==> src/rtl/bus_acq_pkg.sv <==
package bus_acq_pkg;

  typedef enum logic [2:0] {
    ST_IDLE,
    ST_WAIT,
    ST_ARM,
    ST_PULSE,
    ST_FLOAT,
    ST_WON,
    ST_FAIL
  } acqState_t;

  typedef enum logic [1:0] {
    TGT_IDLE,
    TGT_PULSE,
    TGT_SETTLE
  } tgtSel_t;

  typedef struct packed {
    logic    tmrClr;
    logic    tmrRun;
    logic    boInc;
    logic    attClr;
    logic    attInc;
    tgtSel_t tgtSel;
  } acqStrobe_t;

endpackage

==> src/rtl/bus_acq_datapath.sv <==
module bus_acq_datapath
  import bus_acq_pkg::*;
#(
  parameter int TICK_CYCLES   = 50,
  parameter int IDLE_MIN_US   = 100,
  parameter int IDLE_STEP_US  = 7,
  parameter int PULSE_MIN_US  = 100,
  parameter int PULSE_STEP_US = 14,
  parameter int HOST_PULSE_US = 250,
  parameter int SETTLE_CYCLES = 2,
  parameter int MAX_TRIES     = 8,
  parameter int BO_W          = 3,
  parameter bit HOST_MODE     = 1'b0
) (
  input  logic       clk,
  input  logic       rstN,
  input  acqStrobe_t strb,
  output logic       tmrHit,
  output logic       attLast
);

  localparam int BO_MAX      = (1 << BO_W) - 1;
  localparam int IDLE_TOP    = (IDLE_MIN_US + BO_MAX * IDLE_STEP_US) * TICK_CYCLES;
  localparam int PULSE_TOP   = (PULSE_MIN_US + BO_MAX * PULSE_STEP_US) * TICK_CYCLES;
  localparam int HOST_TOP    = HOST_PULSE_US * TICK_CYCLES;
  localparam int TOP_A       = (IDLE_TOP > PULSE_TOP) ? IDLE_TOP : PULSE_TOP;
  localparam int TOP_B       = (TOP_A > HOST_TOP) ? TOP_A : HOST_TOP;
  localparam int TOP_CYC     = (TOP_B > SETTLE_CYCLES) ? TOP_B : SETTLE_CYCLES;
  localparam int TMR_W       = $clog2(TOP_CYC + 1);
  localparam int ATT_W       = $clog2(MAX_TRIES + 1);

  logic [TMR_W-1:0] timer;
  logic [BO_W-1:0]  backoff;
  logic [ATT_W-1:0] attempts;
  logic [31:0]      idleCyc;
  logic [31:0]      pulseCyc;
  logic [31:0]      tgtCyc;

  always_comb
    idleCyc = 32'((IDLE_MIN_US + (BO_MAX - int'(backoff)) * IDLE_STEP_US) * TICK_CYCLES);

  generate
    if (HOST_MODE) begin : g_hostPulse
      assign pulseCyc = 32'(HOST_TOP);
    end else begin : g_periphPulse
      always_comb
        pulseCyc = 32'((PULSE_MIN_US + int'(backoff) * PULSE_STEP_US) * TICK_CYCLES);
    end
  endgenerate

  always_comb begin
    unique case (strb.tgtSel)
      TGT_PULSE:  tgtCyc = pulseCyc;
      TGT_SETTLE: tgtCyc = 32'(SETTLE_CYCLES);
      default:    tgtCyc = idleCyc;
    endcase
  end

  assign tmrHit  = (32'(timer) == (tgtCyc - 32'd1));
  assign attLast = (32'(attempts) == 32'(MAX_TRIES - 1));

  always_ff @(posedge clk or negedge rstN) begin
    if (!rstN) begin
      timer <= '0;
    end else if (strb.tmrClr) begin
      timer <= '0;
    end else if (strb.tmrRun) begin
      timer <= timer + 1'b1;
    end
  end

  always_ff @(posedge clk or negedge rstN) begin
    if (!rstN) begin
      backoff <= '0;
    end else if (strb.boInc) begin
      backoff <= backoff + 1'b1;
    end
  end

  always_ff @(posedge clk or negedge rstN) begin
    if (!rstN) begin
      attempts <= '0;
    end else if (strb.attClr) begin
      attempts <= '0;
    end else if (strb.attInc) begin
      attempts <= attempts + 1'b1;
    end
  end


  bo_hold_chk: assert property (@(posedge clk) disable iff (!rstN)
    !strb.boInc |=> $stable(backoff));


  bo_step_chk: assert property (@(posedge clk) disable iff (!rstN)
    strb.boInc |=> (backoff == $past(backoff) + 1'b1));


  att_bound_chk: assert property (@(posedge clk) disable iff (!rstN)
    (32'(attempts) < 32'(MAX_TRIES)));

endmodule

==> src/rtl/bus_acq_ctrl.sv <==
module bus_acq_ctrl
  import bus_acq_pkg::*;
(
  input  logic       clk,
  input  logic       rstN,
  input  logic       req,
  input  logic       lineIn,
  input  logic       tmrHit,
  input  logic       attLast,
  output acqStrobe_t strb,
  output logic       drvEn,
  output logic       drvHigh,
  output logic       done,
  output logic       errCode
);

  acqState_t state;
  acqState_t nxt;

  always_comb begin
    nxt         = state;
    strb.tmrClr = 1'b0;
    strb.tmrRun = 1'b0;
    strb.boInc  = 1'b0;
    strb.attClr = 1'b0;
    strb.attInc = 1'b0;
    strb.tgtSel = TGT_IDLE;
    unique case (state)
      ST_IDLE: begin
        if (req) begin
          nxt         = ST_WAIT;
          strb.tmrClr = 1'b1;
          strb.attClr = 1'b1;
        end
      end
      ST_WAIT: begin
        if (lineIn) begin
          strb.tmrClr = 1'b1;
        end else if (tmrHit) begin
          strb.tmrClr = 1'b1;
          nxt         = ST_ARM;
        end else begin
          strb.tmrRun = 1'b1;
        end
      end
      ST_ARM: begin
        strb.tmrClr = 1'b1;
        nxt         = lineIn ? ST_WAIT : ST_PULSE;
      end
      ST_PULSE: begin
        strb.tgtSel = TGT_PULSE;
        if (tmrHit) begin
          strb.tmrClr = 1'b1;
          nxt         = ST_FLOAT;
        end else begin
          strb.tmrRun = 1'b1;
        end
      end
      ST_FLOAT: begin
        strb.tgtSel = TGT_SETTLE;
        if (!tmrHit) begin
          strb.tmrRun = 1'b1;
        end else begin
          strb.tmrClr = 1'b1;
          if (!lineIn) begin
            nxt = ST_WON;
          end else begin
            strb.boInc = 1'b1;
            if (attLast) begin
              nxt = ST_FAIL;
            end else begin
              strb.attInc = 1'b1;
              nxt         = ST_WAIT;
            end
          end
        end
      end
      ST_WON, ST_FAIL: begin
        if (!req) nxt = ST_IDLE;
      end
      default: nxt = ST_IDLE;
    endcase
  end

  always_ff @(posedge clk or negedge rstN) begin
    if (!rstN) state <= ST_IDLE;
    else       state <= nxt;
  end

  assign drvEn   = (state == ST_PULSE) || (state == ST_WON);
  assign drvHigh = (state == ST_PULSE);
  assign done    = (state == ST_WON) || (state == ST_FAIL);
  assign errCode = (state == ST_FAIL);


  high_needs_en_chk: assert property (@(posedge clk) disable iff (!rstN)
    drvHigh |-> drvEn);


  arm_veto_chk: assert property (@(posedge clk) disable iff (!rstN)
    ((state == ST_ARM) && lineIn) |=> !drvEn);


  win_hold_chk: assert property (@(posedge clk) disable iff (!rstN)
    (done && !errCode) |-> (drvEn && !drvHigh));


  fail_quiet_chk: assert property (@(posedge clk) disable iff (!rstN)
    (done && errCode) |-> !drvEn);


  done_clear_chk: assert property (@(posedge clk) disable iff (!rstN)
    (done && !req) |=> (!done && !drvEn));

endmodule

==> src/rtl/bus_acquirer.sv <==
module bus_acquirer
  import bus_acq_pkg::*;
#(
  parameter int TICK_CYCLES   = 50,
  parameter int IDLE_MIN_US   = 100,
  parameter int IDLE_STEP_US  = 7,
  parameter int PULSE_MIN_US  = 100,
  parameter int PULSE_STEP_US = 14,
  parameter int HOST_PULSE_US = 250,
  parameter int SETTLE_CYCLES = 2,
  parameter int MAX_TRIES     = 8,
  parameter int BO_W          = 3,
  parameter bit HOST_MODE     = 1'b0
) (
  input  logic clk,
  input  logic rstN,
  input  logic req,
  input  logic lineIn,
  output logic drvEn,
  output logic drvHigh,
  output logic done,
  output logic errCode
);

  acqStrobe_t strb;
  logic       tmrHit;
  logic       attLast;

  bus_acq_ctrl ctrl_i (
    .clk     (clk),
    .rstN    (rstN),
    .req     (req),
    .lineIn  (lineIn),
    .tmrHit  (tmrHit),
    .attLast (attLast),
    .strb    (strb),
    .drvEn   (drvEn),
    .drvHigh (drvHigh),
    .done    (done),
    .errCode (errCode)
  );

  bus_acq_datapath #(
    .TICK_CYCLES   (TICK_CYCLES),
    .IDLE_MIN_US   (IDLE_MIN_US),
    .IDLE_STEP_US  (IDLE_STEP_US),
    .PULSE_MIN_US  (PULSE_MIN_US),
    .PULSE_STEP_US (PULSE_STEP_US),
    .HOST_PULSE_US (HOST_PULSE_US),
    .SETTLE_CYCLES (SETTLE_CYCLES),
    .MAX_TRIES     (MAX_TRIES),
    .BO_W          (BO_W),
    .HOST_MODE     (HOST_MODE)
  ) dp_i (
    .clk     (clk),
    .rstN    (rstN),
    .strb    (strb),
    .tmrHit  (tmrHit),
    .attLast (attLast)
  );

endmodule

==> config.mk <==
export PLATFORM = sky130hd
export DESIGN_NAME = bus_acquirer
export DESIGN_NICKNAME = d
export VERILOG_FILES = /design/src/rtl/bus_acq_pkg.sv /design/src/rtl/bus_acq_datapath.sv /design/src/rtl/bus_acq_ctrl.sv /design/src/rtl/bus_acquirer.sv
export SDC_FILE = /design/constraint.sdc
export NUM_CORES = 1
export LEC_CHECK = 0
export BUFFER_PORTS_ARGS = -buffer_cell sky130_fd_sc_hd__buf_2
export CAP_MARGIN = 30
export CORE_ASPECT_RATIO = 1.2
export CORE_MARGIN = 10
export CORE_UTILIZATION = 35
export DETAILED_ROUTE_END_ITERATION = 12
export PLACE_DENSITY = 0.51
export RECOVER_POWER = 25
export SLEW_MARGIN = 20
export SYNTH_ARGS = -nofsm -noshare
export SYNTH_HDL_FRONTEND = slang
export SYNTH_SLANG_ARGS = --single-unit
==> constraint.sdc <==
create_clock -name clk -period 18.5 [get_ports clk]
set_clock_uncertainty 0.05 [all_clocks]
set_input_delay 3.7 -clock clk [delete_from_list [all_inputs] [get_ports clk]]
set_output_delay 3.7 -clock clk [all_outputs]
set_load 0.05 [all_outputs]
Word-level counts from Yosys, hierarchy flattened. Cells that the tools add are included.

Register bits after elaboration: 24. Bits of input ports: 4. Output and inout bits: 4. Logic and storage cells: 70.

$add $sub $neg: 7. Multipliers: 4. Equal/unequal tests: 16. Muxes and demuxes: 31. Reduce and logical (&&, ||, !) cells: 8.

Operators with widths (count): 8-bit by 32-bit adder with 32-bit output (first input constant) (2); 32-bit by 6-bit multiplier with 31-bit output (second input constant) (2); 32-bit case mux with 2 select lines (1); 14-bit by 32-bit == test with 1-bit output (1); 32-bit by 4-bit multiplier with 32-bit output (second input constant) (1); 32-bit by 1-bit subtractor with 32-bit output (second input constant) (1); 14-bit two-way mux (2); 3-bit two-way mux (8); 3-bit case mux with 6 select lines (1); 14-bit by 1-bit adder with 14-bit output (second input constant) (1); 1-bit two-way mux (13); 3-bit == test (second input constant) (3); 4-bit two-way mux (2); 3-bit by 2-bit == test with 1-bit output (second input constant) (2); 3-bit by 3-bit multiplier with 6-bit output (second input constant) (1); 2-bit by 1-bit inequality test with 1-bit output (second input constant) (3); 2-bit inequality test (second input constant) (3); 6-bit AND reduction (1); 4-bit by 1-bit adder with 4-bit output (second input constant) (1); 4-bit by 3-bit == test with 1-bit output (second input constant) (1); 1-bit case mux with 4 select lines (1); 2-bit case mux with 2 select lines (1); 2-bit nonzero test (2); 2-bit OR reduction (2); other kinds (9) (10).

Depth between registers and ports, before layout. Gate-level depths: netlist (run 1).

Word-level depth: 12. Mapped depth: 30.

By module. Synthesis (run 1) repeated with hierarchy kept, for this count alone.

Cells, all modules: 435. Area total of the unflattened synthesis: 3804.9 µm².

Modules (own cells, without submodules): bus_acq_datapath (instances 1, cells an instance 383, area each 3430.8 µm²); bus_acq_ctrl (instances 1, cells an instance 52, area each 374.1 µm²).

Worst setup path before layout (run 1). No wires, ideal clock.

Path type: register to register. Start: reg dp_i.backoff[0]. End: reg ctrl_i.state[1]. Arrival: 6.496 ns. Slack: 11.823 ns. Cell stages (with the launch flop): 28. Path buffers: 1. Clock period less this slack: 6.677 ns. Cells stage by stage: dfrtp_1 clkbuf_1 inv_1 fa_1 inv_1 ha_1 fa_1 xor2_1 ha_1 inv_1 fa_1 inv_1 ha_1 ha_1 a211oi_1 o21ai_1 and3_1 or3_1 nand2_1 nor4_1 ha_1 nand2_1 nor4_1 nand3_1 and4b_1 o211a_2 a211oi_1 or3_1.

Longest elaborated chain between the ends: 9. Elaborated cells between the ends (all ways): 14.

Ends and longest elaborated chain: start: declaration (RTL line bus_acq_datapath.sv:33) `logic [BO_W-1:0] backoff;`; start signal: assignment (RTL line bus_acq_datapath.sv:76) `backoff <= backoff + 1'b1;`; 3-bit by 3-bit subtractor with 4-bit output (*) (RTL line bus_acq_datapath.sv:40) `idleCyc = 32'((IDLE_MIN_US + (BO_MAX - int'(backoff)) * IDLE_STEP_US) * TICK_CYCLES);`; 32-bit by 4-bit multiplier with 32-bit output (*) (RTL line bus_acq_datapath.sv:40); 8-bit by 32-bit adder with 32-bit output (*) (RTL line bus_acq_datapath.sv:40); 32-bit by 6-bit multiplier with 31-bit output (*) (RTL line bus_acq_datapath.sv:40); named net dp_i.idleCyc[1] (RTL line bus_acq_datapath.sv:35) `logic [31:0] idleCyc;`; 32-bit case mux with 2 select lines (*) (RTL line bus_acq_datapath.sv:52) `unique case (strb.tgtSel)`; 32-bit by 1-bit subtractor with 32-bit output (*) (RTL line bus_acq_datapath.sv:59) `assign tmrHit = (32'(timer) == (tgtCyc - 32'd1));`; 14-bit by 32-bit == test with 1-bit output (*) (RTL line bus_acq_datapath.sv:59); 2-bit by 1-bit inequality test with 1-bit output (no source line); 6-bit AND reduction (no source line) (*); end signal: assignment (RTL line bus_acq_ctrl.sv:87) `else state <= nxt;`; end: declaration (RTL line bus_acq_ctrl.sv:17) `acqState_t state;`.

Mark *: on every way through the listed nets, which the timed path passes. The rest lies on a longest branch. A chain may end at the register's enable or synchronous reset.

Final worst setup path (run 1).
Start: reg dp_i.backoff[0]. End: reg dp_i.timer[1].

Longest elaborated chain between the ends: 11. Elaborated cells between the ends (all ways): 18.

Ends and longest elaborated chain: 3-bit by 3-bit subtractor with 4-bit output (*) (RTL line bus_acq_datapath.sv:40); 32-bit by 4-bit multiplier with 32-bit output (*) (RTL line bus_acq_datapath.sv:40); 8-bit by 32-bit adder with 32-bit output (*) (RTL line bus_acq_datapath.sv:40); 32-bit by 6-bit multiplier with 31-bit output (*) (RTL line bus_acq_datapath.sv:40); named net dp_i.idleCyc[1] (RTL line bus_acq_datapath.sv:35); 32-bit case mux with 2 select lines (*) (RTL line bus_acq_datapath.sv:52); 32-bit by 1-bit subtractor with 32-bit output (*) (RTL line bus_acq_datapath.sv:59); 14-bit by 32-bit == test with 1-bit output (*) (RTL line bus_acq_datapath.sv:59); 1-bit two-way mux (RTL line bus_acq_ctrl.sv:39, bus_acq_ctrl.sv:52, bus_acq_ctrl.sv:61); 1-bit two-way mux (RTL line bus_acq_ctrl.sv:37) `if (lineIn) begin`; 1-bit case mux with 4 select lines or 1-bit case mux with 2 select lines (tied branches) (RTL line bus_acq_ctrl.sv:28) `unique case (state)`; 14-bit two-way mux or 2-bit nonzero test (tied branches); end signal: assignment (RTL line bus_acq_datapath.sv:68) `timer <= timer + 1'b1;`; end: declaration (RTL line bus_acq_datapath.sv:32) `logic [TMR_W-1:0] timer;`.

Marked as above.

==> impl_summary.txt, run 1 <==
----------------------------------------------------
[Outcome]
  Run status ... complete, no violations

[Synth]
  Yosys warnings ... 0
  Most numerous cell in the Yosys netlist ... ha_1
  Fraction of registers with async set/reset ... 1.00
  Post-synthesis cell type with the largest combined area ... ha_1
  Gate Count Post-Synth ... 483
  Number of flops mapped to enable cells by yosys ... 0
  Flop and latch count out of synthesis ... 24
  Area fraction of the dominant cell type after synthesis ... 0.236
  Area of the mapped netlist ... 4040 um^2
  Synth area leaders ... ha_1 24%, dfrtp_1 15%, fa_1 5.5%
  Net count after synthesis ... 574
  Average cell area after synthesis ... 8.36 um^2
  Commonest cells in the netlist ... 76 x ha_1, 38 x inv_1, 36 x nor2_1, 34 x nand2_1, 25 x xnor2_1
  Count of unique library cells instantiated by Yosys ... 63
  Sequential area share after synthesis ... 0.149
  Prevailing post-synth register cell ... dfrtp_1

[Clock network]
  Maximum number of buffers from clock root to sink ... 2
  TritonCTS buffer count ... 3
  Later-pin clock latency in the skew report ... 260 ps
  PostCTS Resize Cnt ... 0
  Clk slew on worst S/H paths ... 60 ps
  Clock tree from TritonCTS ... yes
  CTS sink count ... 24
  CTS Hold Bufs ... 0
  Post-CTS setup buffer count ... 0
  Maximum level of the CTS H-tree ... 1
  Root buf cell ... clkbuf_16

[Routing]
  Via-to-Cell Ratio ... 5.28
  Number of DRC markers after the initial detailed-route iteration ... 142
  Detailed-route via count ... 3341
  DRT antenna net count ... 0
  Total Wirelength ... 9.66 mm
  Routed WL per cell ... 15.3 um
  1st-pass router iterations ... 4
  DRC viols ... 0

[Global routing]
  Global-route wire length before repair ... 16.6 mm
  Initial antenna violation count ... 0
  Vias in the first global route ... 3464
  Gr ovfl total ... 0
  Largest net degree at the start of global routing ... 31
  Total GRT Usage ... 0.123

[Worst setup path]
  Startpoint class of the critical path ... flip-flop
  Crit path required time ... 18570 ps
  Class of the most critical setup path ... flip-flop to flip-flop
  Worst path bufs/invs ... 2
  Endpoint of the worst-slack reg-to-reg timing path ... dp_i.timer[1]
  Critical Path Sink Type ... flip-flop
  Cells traversed along the worst timing path ... inv_1, fa_1, ha_1, ha_1, inv_1, fa_1, o21ai_0, fa_1, xor2_1, ha_1, a21oi_1, and3_1, nor3_1, o221ai_1, nand4_1, nor4_1, ha_1, nand2_1, nor4_1, nand3_1, and4b_1, o211a_2, o21a_1, nor3_1
  Register-to-register setup slack ... 10720 ps
  Arrival time of the worst setup path ... 7840 ps
  Worst-path fanout max ... 14
  Most used cell, CP ... ha_1
  Critical register-to-register path startpoint ... dp_i.backoff[0]
  Slowest cell delay on critical path ... 660 ps
  Critical-path top delay cell ... dfrtp_1
  R2r worst-path depth ... 24
  Worst path top cell family by delay ... adder cells

[Layout]
  Diodes inserted ... 0
  Sequential standard cell area ... 601 um^2
  Fillers ... 1169
  Share of final-layout standard cells stronger than drive strength 1 ... 0.0731
  Combined area of the multi-input logic cells ... 3200 um^2
  Final net count ... 571
  Layout area overhead ... 5.86%

[STA]
  Final setup vio count ... 0
  Maximum clock frequency ... 0.129 GHz
  Final Cycle Share ... 0.420
  Measured slew at the worst slew-check pin ... 1360 ps
  Setup repair after global routing missed its margin ... no
  Max transition margin ... 0.0942
  Hold Vio Cnt, Final ... 0
  Number of pins exceeding their max-slew limit in the final report ... 0
  Tmin final ... 7780 ps
  Final setup TNS ... 0 ps

[Min path]
  Min-Delay Endpoint ... dp_i.attempts[0]
  Launch point of the worst hold path ... dp_i.attempts[0]
  Class of the tightest hold or removal check ... flip-flop to flip-flop
  Number of stages on the worst hold path ... 1

[Job]
  Max capacitance violation total ... 0

[Floorplanning]
  Core Area ... 11100 um^2
  Height of the chip ... 138 um
  Boundary Pins ... 8
  Full die area ... 16200 um^2
  Starting Density ... 0.362
  Die width ... 118 um
  # rows ... 42

[Pwr]
  Net switching power of the design ... 0.0491 mW
  Post-layout power ... 0.152 mW
  Standby leakage power ... 1.99 nW
  Internal power ... 0.102 mW
  Pwr per Cell Area ... 35.5 nW/um^2
  Sw Share ... 0.324
  Part of the power in registers ... 0.398
  Peak VDD IR ... 0.0000448 V
  Clock network fraction of design power ... 0.347
  Proportion of power drawn by combinational gates ... 0.255

[Place]
  Hpwl dp ... 7.95 mm
  Final RePlAce weighted congestion ... 0.853
  Port Buffers ... 7

----------------------------------------------------
[routing by layer]
metal / track usage / part of all wire
met1: 0.144 / 0.46
met2: 0.228 / 0.49
met3: 0.0123 / 0.031
met4: 0.0461 / 0.023
met5: 0 / 0
[power groups by stage]
stage / Combinational (mW) / Clock (mW) / Sequential [mW]
after CTS: 0.0391 / 0.0547 / 0.0603
after detailed placement: 0.0391 / 0 / 0.0612
final: 0.0387 / 0.0526 / 0.0603
after floorplan: 0.0329 / 0 / 0.0603
after global placement: 0.0389 / 0 / 0.0613
after global routing: 0.0440 / 0.0563 / 0.0608
[final cells by class]
cell class	instances	share of cell area
Inverter	39	0.0343
Tap cell	154	0.0451
Sequential cell	24	0.141
Clock buffer	4	0.0208
Multi-Input combinational cell	404	0.750
Timing Repair Buffer	8	0.00966
[registers in the layout, summed over array words and instances, names as in the netlist]
signal and flops:
ctrl_i.state 3, dp_i.attempts 4, dp_i.backoff 3, dp_i.timer 14
[per-stage QoR]
stage	worst slack [ps]	utilization	instances	hold WS [ps]	area, um^2
after detailed placement	10650	0.376	629	451	4190
after CTS	10630	0.384	633	460	4270
after floorplan	11820	-	483	416	4040
final	10720	0.384	633	452	4270
after global placement	10760	0.376	629	440	4190
after global routing	9880	0.384	633	499	4270
[cells by family after synthesis]
logic type,after synthesis,synth area share
buffers and inverters,55,0.0577
DFF,24,0.149
and+or+nand+nor,180,0.246
xor gates and xnor gates,43,0.0933
muxes,8,0.0198
AOI/OAI and AO/OA,86,0.145
adders and majority gates,87,0.290
[cells in the final DEF, fill, tap and decap left out, types with 12 or more instances in the layout]
master / synthesis / final
nand2_1: 34 / 34
ha_1: 76 / 76
a21oi_1: 21 / 21
xor2_1: 18 / 18
nor2_1: 36 / 36
and3_1: 12 / 12
nor3_1: 16 / 16
inv_1: 38 / 38
o21ai_0: 15 / 15
xnor2_1: 25 / 25
dfrtp_1: 24 / 24
[how the worst max path moves through the flow]
stage	from	cells past startpoint	end	slack [ps]
after floorplan	dp_i.backoff[0]	27	ctrl_i.state[1]	11820
after global placement	dp_i.backoff[0]	24	dp_i.timer[1]	10760
after detailed placement	dp_i.backoff[0]	24	dp_i.timer[3]	10650
after CTS	dp_i.backoff[0]	24	dp_i.timer[1]	10630
after global routing	dp_i.backoff[0]	24	dp_i.timer[1]	9880
final	dp_i.backoff[0]	24	dp_i.timer[1]	10720
Power figures use the tool's default switching activity.
==> run 2, diff against run 1 <==
--- a/config.mk
+++ b/config.mk
@@ -5,13 +5,14 @@
 export SDC_FILE = /design/constraint.sdc
 export NUM_CORES = 1
 export LEC_CHECK = 0
+export ABC_AREA = 1
 export BUFFER_PORTS_ARGS = -buffer_cell sky130_fd_sc_hd__buf_2
 export CAP_MARGIN = 30
 export CORE_ASPECT_RATIO = 1.2
 export CORE_MARGIN = 10
 export CORE_UTILIZATION = 35
 export DETAILED_ROUTE_END_ITERATION = 12
-export PLACE_DENSITY = 0.51
+export PLACE_DENSITY = 0.5
 export RECOVER_POWER = 25
 export SLEW_MARGIN = 20
 export SYNTH_ARGS = -nofsm -noshare
==> constraint.sdc (replaced) <==
create_clock -name clk -period 8.1 [get_ports clk]
set_clock_uncertainty 0.05 [all_clocks]
set_input_delay 1.62 -clock clk [delete_from_list [all_inputs] [get_ports clk]]
set_output_delay 1.62 -clock clk [all_outputs]
set_load 0.05 [all_outputs]
==> run 2 against run 1 <==
  * Fmax grew 7.0%
  * Setup slack got worse by 9900 ps
  * Area after synthesis rose by 13%
  * Synthesized cell count is 42% higher
  * Sequential share of layout area shrank 1.5 points
  * Cell area increased by 12%
  * Count of clock-buffer cells in the layout stayed put
  * Final cell count grew 34%
==> impl_summary.txt, run 2 <==
----------------------------------------------------
[Outcome]
  Run status ... complete, no violations

[STA]
  Hold Vio Cnt, Final ... 0 (unchanged)
  Number of pins exceeding their max-slew limit in the final report ... 0 (unchanged)
  Final setup TNS ... 0 ps (unchanged)
  Max transition margin ... 0.0672 (-0.0270)
  Final setup vio count ... 0 (unchanged)
  Final Cycle Share ... 0.898 (+0.477)
  Final setup margin ... 830 ps (-9890 ps)
  Setup repair after global routing missed its margin ... no
  Measured slew at the worst slew-check pin ... 1400 ps (+40.6 ps)
  Hold slack final ... 512 ps (+60.2 ps)
  Maximum clock frequency ... 0.138 GHz (+7.0%)
  Tmin final ... 7270 ps (-509 ps)

[Clock network]
  Later-pin clock latency in the skew report ... 270 ps (about the same)
  PostCTS Resize Cnt ... 0 (unchanged)
  Root buf cell ... clkbuf_16
  CTS sink count ... 24 (unchanged)
  CTS Hold Bufs ... 0 (unchanged)
  Maximum number of buffers from clock root to sink ... 2 (unchanged)
  TritonCTS buffer count ... 3 (unchanged)
  Clock tree from TritonCTS ... yes
  Post-CTS setup buffer count ... 0 (unchanged)
  Clk slew on worst S/H paths ... 70 ps (about the same)
  Maximum level of the CTS H-tree ... 1 (unchanged)

[Worst setup path]
  Critical-path top delay cell ... fa_1
  Most used cell, CP ... inv_1
  Class of the most critical setup path ... flip-flop to flip-flop
  Launching instance or port of the critical path ... dp_i.backoff[0]
  Slowest cell delay on critical path ... 610 ps (-50 ps)
  Arrival time of the worst setup path ... 7380 ps (-460 ps)
  Register-to-register setup slack ... 830 ps (-9890 ps)
  Startpoint class of the critical path ... flip-flop
  Worst-path fanout max ... 22 (+8)
  Crit path required time ... 8210 ps (-10360 ps)
  Critical Path Sink Type ... flip-flop
  Critical register-to-register path startpoint ... dp_i.backoff[0]

[Layout]
  Final net count ... 778 (+36%)
  Layout area overhead ... 5.16%
  Fillers ... 1433 (+23%)
  Most frequent cells in the layout ... 170 x nand2_1, 110 x inv_1, 88 x nand3_1
  Most flop-heavy register ... dp_i.timer
  Finished Core Util ... 0.377 (-0.00674)
  Share of final-layout standard cells stronger than drive strength 1 ... 0.0714 (-0.00164)
  Post-Layout Inst Area ... 4790 um^2 (+12%)
  Largest register FFs ... 14 (unchanged)
  Final instance count without filler cells ... 850 (+34%)
  Largest registers ranked by flip-flop count ... dp_i.timer (14), dp_i.attempts (4)
  Most frequent standard cell in the layout excluding fill and tap cells ... nand2_1
  Combined area of the multi-input logic cells ... 3430 um^2 (+7.1%)
  Sequential standard cell area ... 601 um^2 (unchanged)
  Diodes inserted ... 0 (unchanged)

[Synth]
  Flop and latch count out of synthesis ... 24 (unchanged)
  Average cell area after synthesis ... 6.66 um^2 (-20%)
  Fraction of registers with async set/reset ... 1.00 (unchanged)
  Net count after synthesis ... 776 (+35%)
  Most numerous cell in the Yosys netlist ... nand2_1
  Number of flops mapped to enable cells by yosys ... 0 (unchanged)
  Sequential area share after synthesis ... 0.132 (-0.0171)
  Yosys warnings ... 0 (unchanged)
  Area fraction of the dominant cell type after synthesis ... 0.209 (-0.0270)
  Synth area leaders ... ha_1 21%, nand2_1 14%, dfrtp_1 13%
  Commonest cells in the netlist ... 170 x nand2_1, 110 x inv_1, 88 x nand3_1, 76 x ha_1, 58 x nor2_1
  Gate Count Post-Synth ... 685 (+42%)
  Prevailing post-synth register cell ... dfrtp_1
  Post-synthesis cell type with the largest combined area ... ha_1
  Count of unique library cells instantiated by Yosys ... 39 (-38%)
  Area of the mapped netlist ... 4560 um^2 (+13%)

[Global routing]
  Initial antenna violation count ... 0 (unchanged)
  Largest net degree at the start of global routing ... 25 (-19%)
  Total GRT Usage ... 0.127 (+0.00396)
  Vias in the first global route ... 4077 (+18%)
  Gr ovfl total ... 0 (unchanged)
  Global-route wire length before repair ... 18.9 mm (+14%)

[Floorplanning]
  Core Area ... 12700 um^2 (+14%)
  Die width ... 124 um (+5.2%)
  Boundary Pins ... 8 (unchanged)
  # rows ... 45 (+7.1%)
  Height of the chip ... 145 um (+5.4%)
  Starting Density ... 0.358 (-0.00400)
  Full die area ... 18000 um^2 (+11%)

[Routing]
  Detailed-route via count ... 4171 (+25%)
  Routed WL per cell ... 13.7 um (-10%)
  Total Wirelength ... 11.6 mm (+20%)
  DRC viols ... 0 (unchanged)
  1st-pass router iterations ... 4 (unchanged)
  DRT antenna net count ... 0 (unchanged)
  Via-to-Cell Ratio ... 4.91 (-7.0%)
  Number of DRC markers after the initial detailed-route iteration ... 292 (+110%)

[Pwr]
  Standby leakage power ... 2.59 nW (+30%)
  Sw Share ... 0.572 (+0.248)
  Proportion of power drawn by combinational gates ... 0.641 (+0.386)
  Peak VDD IR ... 0.000138 V (+210%)
  Net switching power of the design ... 0.460 mW (+840%)
  Internal power ... 0.344 mW (+240%)
  Pwr per Cell Area ... 168 nW/um^2 (+370%)
  Post-layout power ... 0.804 mW (+430%)
  Part of the power in registers ... 0.208 (-0.190)
  Clock network fraction of design power ... 0.151 (-0.196)

[Job]
  Max capacitance violation total ... 0 (unchanged)

[Place]
  Worst Setup Slack post-DPL ... 838 ps (-9810 ps)
  Hpwl dp ... 9.91 mm (+25%)
  Dpl cells ... 846 (+34%)
  Port Buffers ... 7 (unchanged)
  Instance area at placement ... 4710 um^2 (+12%)
  Final RePlAce weighted congestion ... 0.909 (+6.6%)

[Min path]
  Class of the tightest hold or removal check ... flip-flop to flip-flop
  Launch point of the worst hold path ... dp_i.attempts[3]

----------------------------------------------------
[run 2: changes by cell type after synthesis, moves of 8 or more]
| cell | previous run | this run |
|---|---|---|
| nand3_1 | 11 | 88 |
| nand2_1 | 34 | 170 |
| nand2b_1 | 9 | 0 |
| nor2_1 | 36 | 58 |
| nand2_2 | 1 | 11 |
| nand3b_1 | 0 | 10 |
| mux2i_1 | 8 | 0 |
| and3_1 | 12 | 0 |
| inv_1 | 38 | 110 |
| xnor2_1 | 25 | 6 |
[run 2: layer usage]
metal / track usage / wire [um] / up-vias
li1: - / - / 2190
met1: 0.147 / 5060 / 1923
met2: 0.232 / 6140 / 43
met3: 0.0109 / 147 / 15
met4: 0.0438 / 264 / 0
met5: 0 / 0 / -
[run 2: power by group through the flow]
stage | registers (mW) | clock network, mW | logic, mW
6_report | 0.167 | 0.122 | 0.515
5_1_grt | 0.171 | 0.131 | 0.584
4_1_cts | 0.167 | 0.127 | 0.515
3_5_place_dp | 0.170 | 0 | 0.513
3_3_place_gp | 0.169 | 0 | 0.514
2_1_floorplan | 0.141 | 0 | 0.477
[run 2: final timing paths]
| path | depth (start not counted) | end |
|---|---|---|
| min | 2 | dp_i.attempts[3] |
| min in group asynchronous | 1 | dp_i.timer[3] |
| max in group asynchronous | 1 | ctrl_i.state[0] |
| max reg2reg | 38 | dp_i.timer[11] |
| min reg2reg | 2 | dp_i.attempts[3] |
| max | 38 | dp_i.timer[11] |
[run 2: cell families after synthesis]
| logic type | count (synthesis) | synth area share |
|---|---|---|
| buffers and inverters | 125 | 0.116 |
| and+or+nand+nor | 385 | 0.395 |
| adders and majority gates | 87 | 0.257 |
| AOI/OAI and AO/OA | 34 | 0.0425 |
| xor gates and xnor gates | 30 | 0.0576 |
| DFF | 24 | 0.132 |
[run 2: layout make-up]
cell class | count | area share
multi-input combinational | 536 | 0.715
sequential | 24 | 0.125
inverter | 115 | 0.0911
tap | 164 | 0.0428
clock buffer | 4 | 0.0185
timing repair buffer | 7 | 0.00705
[run 2: worst max-delay path, delay by kind of cell, from the launching register on]
family | cells | cell delay (ps)
buffers and inverters | 8 | 960
DFF | 1 | 590
adders and majority gates | 8 | 2930
AOI/OAI and AO/OA | 2 | 150
and+or+nand+nor | 19 | 2070
xor gates and xnor gates | 1 | 390
==> run 3, diff against run 2 <==
--- a/config.mk
+++ b/config.mk
@@ -8,11 +8,11 @@
 export ABC_AREA = 1
 export BUFFER_PORTS_ARGS = -buffer_cell sky130_fd_sc_hd__buf_2
 export CAP_MARGIN = 30
-export CORE_ASPECT_RATIO = 1.2
+export CORE_ASPECT_RATIO = 0.7
 export CORE_MARGIN = 10
-export CORE_UTILIZATION = 35
+export CORE_UTILIZATION = 60
 export DETAILED_ROUTE_END_ITERATION = 12
-export PLACE_DENSITY = 0.5
+export PLACE_DENSITY = 0.78
 export RECOVER_POWER = 25
 export SLEW_MARGIN = 20
 export SYNTH_ARGS = -nofsm -noshare
==> run 3 against run 2 <==
  * Count of clock-buffer cells in the layout fell by 1
  * Sequential share of layout area up 0.29 points
  * Register-to-register slack worse by 150 ps
  * Wire length shrank 7.0%
  * Fmax down 2.1%
  * Global-route usage is 6.6 points higher
  * Largest cell class unchanged
  * Die area fell by 36%
  * Critical endpoint is now dp_i.timer[7]
  * Largest power group unchanged
  * Critical path depth increased by 1
  * Hold slack gained 11 ps
  * Sequential power is essentially flat
==> impl_summary.txt, run 3 (synthesized netlist as in run 2, its figures left out) <==
----------------------------------------------------
[Layout]
  Most flop-heavy register ... dp_i.timer
  Diodes inserted ... 0 (unchanged)
  Largest registers ranked by flip-flop count ... dp_i.timer (14), dp_i.attempts (4)
  Most frequent cells in the layout ... 170 x nand2_1, 110 x inv_1, 88 x nand3_1
  Share of final-layout standard cells stronger than drive strength 1 ... 0.0729 (+0.00146)
  Largest register FFs ... 14 (unchanged)
  Most frequent standard cell in the layout excluding fill and tap cells ... nand2_1
  Fillers ... 714 (-50%)
  Final net count ... 778 (unchanged)
  Layout area overhead ... 2.99%
  Final instance count without filler cells ... 784 (-7.8%)

[STA]
  Maximum clock frequency ... 0.135 GHz (-2.1%)
  Tmin final ... 7430 ps (+155 ps)
  Final setup vio count ... 0 (unchanged)
  Setup repair after global routing missed its margin ... no
  Final setup margin ... 675 ps (-155 ps)
  Final Cycle Share ... 0.917 (+0.0191)
  Max transition margin ... 0.101 (+0.0334)
  Hold Vio Cnt, Final ... 0 (unchanged)
  Final setup TNS ... 0 ps (unchanged)
  Measured slew at the worst slew-check pin ... 1350 ps (-50.1 ps)
  Number of pins exceeding their max-slew limit in the final report ... 0 (unchanged)

[Clock network]
  Maximum number of buffers from clock root to sink ... 2 (unchanged)
  Later-pin clock latency in the skew report ... 290 ps (+20 ps)
  TritonCTS buffer count ... 3 (unchanged)
  Post-CTS setup buffer count ... 0 (unchanged)
  PostCTS Resize Cnt ... 0 (unchanged)
  Maximum level of the CTS H-tree ... 1 (unchanged)
  Root buf cell ... clkbuf_8
  CTS Hold Bufs ... 0 (unchanged)
  Clk slew on worst S/H paths ... 100 ps (+30 ps)
  Clock tree from TritonCTS ... yes
  CTS sink count ... 24 (unchanged)

[Routing]
  Total Wirelength ... 10.8 mm (-7.0%)
  Via-to-Cell Ratio ... 5.52 (+13%)
  Number of DRC markers after the initial detailed-route iteration ... 338 (+16%)
  Detailed-route via count ... 4331 (+3.8%)
  DRT antenna net count ... 0 (unchanged)
  DRC viols ... 0 (unchanged)
  Routed WL per cell ... 13.8 um (+0.88%)
  1st-pass router iterations ... 5 (+1)

[Worst setup path]
  Critical-path top delay cell ... dfrtp_1
  Worst-path fanout max ... 22 (unchanged)
  Startpoint class of the critical path ... flip-flop
  Register-to-register setup slack ... 670 ps (-150 ps)
  Critical Path Sink Type ... flip-flop
  Class of the most critical setup path ... flip-flop to flip-flop
  Most used cell, CP ... inv_1
  R2r worst-path depth ... 39 (+2.6%)
  Arrival time of the worst setup path ... 7540 ps (+160 ps)
  Crit path required time ... 8210 ps (about the same)
  Slowest cell delay on critical path ... 610 ps (about the same)

[Place]
  Worst Setup Slack post-DPL ... 800 ps (-38.5 ps)
  Dpl cells ... 780 (-7.8%)
  Port Buffers ... 7 (unchanged)
  Final RePlAce weighted congestion ... 1.00 (+10%)
  Hpwl dp ... 9.11 mm (-8.1%)

[Floorplanning]
  Height of the chip ... 92.9 um (-36%)
  Boundary Pins ... 8 (unchanged)
  Core Area ... 7350 um^2 (-42%)
  Starting Density ... 0.620 (+0.262)
  Full die area ... 11500 um^2 (-36%)
  # rows ... 26 (-42%)
  Die width ... 124 um (unchanged)

[Global routing]
  Total GRT Usage ... 0.193 (+0.0662)
  Gr ovfl total ... 0 (unchanged)
  Initial antenna violation count ... 0 (unchanged)
  Largest net degree at the start of global routing ... 25 (unchanged)
  Global-route wire length before repair ... 18.7 mm (-1.5%)
  Vias in the first global route ... 4055 (-0.54%)

[Pwr]
  Peak VDD IR ... 0.000263 V (+91%)
  Standby leakage power ... 2.58 nW (-0.39%)
  Pwr per Cell Area ... 172 nW/um^2 (+2.4%)

[Min path]
  Class of the tightest hold or removal check ... flip-flop to flip-flop
  Number of stages on the worst hold path ... 2 (unchanged)

[Outcome]
  Run status ... complete, no violations

[Job]
  Max capacitance violation total ... 0 (unchanged)

----------------------------------------------------
==> run 3: worst paths after layout <==
| path | from | end |
|---|---|---|
| worst max-delay path | dp_i.backoff[1] | dp_i.timer[7] |
| worst min-delay path | dp_i.attempts[3] | dp_i.attempts[3] |
| worst max register to register | dp_i.backoff[1] | dp_i.timer[7] |
| worst min register to register | dp_i.attempts[3] | dp_i.attempts[3] |
| max in group asynchronous | rstN | dp_i.backoff[0] |
| min in group asynchronous | rstN | dp_i.timer[0] |
==> run 3: area by class of cell <==
| class | count | area (um^2) | area share |
|---|---|---|---|
| Sequential cell | 24 | 602 | 0.128 |
| Clock buffer | 3 | 41.3 | 0.00879 |
| Inverter | 115 | 437 | 0.0930 |
| Tap cell | 98 | 123 | 0.0261 |
| Clock inverter | 1 | 30.0 | 0.00639 |
| Multi-Input combinational cell | 536 | 3430 | 0.730 |
| Timing Repair Buffer | 7 | 33.8 | 0.00719 |
==> run 3: report_power, final <==
| part | leakage (nW) | switching (mW) | internal (mW) | total [mW] |
|---|---|---|---|---|
| sequential | 0.328 | 0.0353 | 0.132 | 0.167 |
| combinational | 2.22 | 0.393 | 0.137 | 0.530 |
| clock | 0.0357 | 0.0428 | 0.0663 | 0.109 |
| total | 2.58 | 0.471 | 0.335 | 0.806 |
==> run 3: worst max-delay path: cells and delay by family, from the launching register on <==
family	cells	cell delay (ps)
compound gates	3	290
xor+xnor	3	700
fa+ha+maj	7	2450
buf+inv	7	1000
flops	1	610
simple gates	19	2170
==> run 3: layer usage <==
layer  wire, um  GRT usage  vias up
met2       4380      0.291      158
met4         96     0.0306        0
met1       5390      0.282     1955
met5          0          0        -
li1           -          -     2204
met3        944     0.0358       14
==> run 3: through the flow <==
stage          hold slack (ps)  cell area (um^2)  total power [mW]   util
5_1_grt                    561              4700             0.875  0.639
3_3_place_gp               495              4620             0.670  0.629
3_5_place_dp               496              4620             0.683  0.629
6_report                   523              4700             0.806  0.639
2_1_floorplan              440              4560             0.619      -
4_1_cts                    522              4700             0.795  0.639
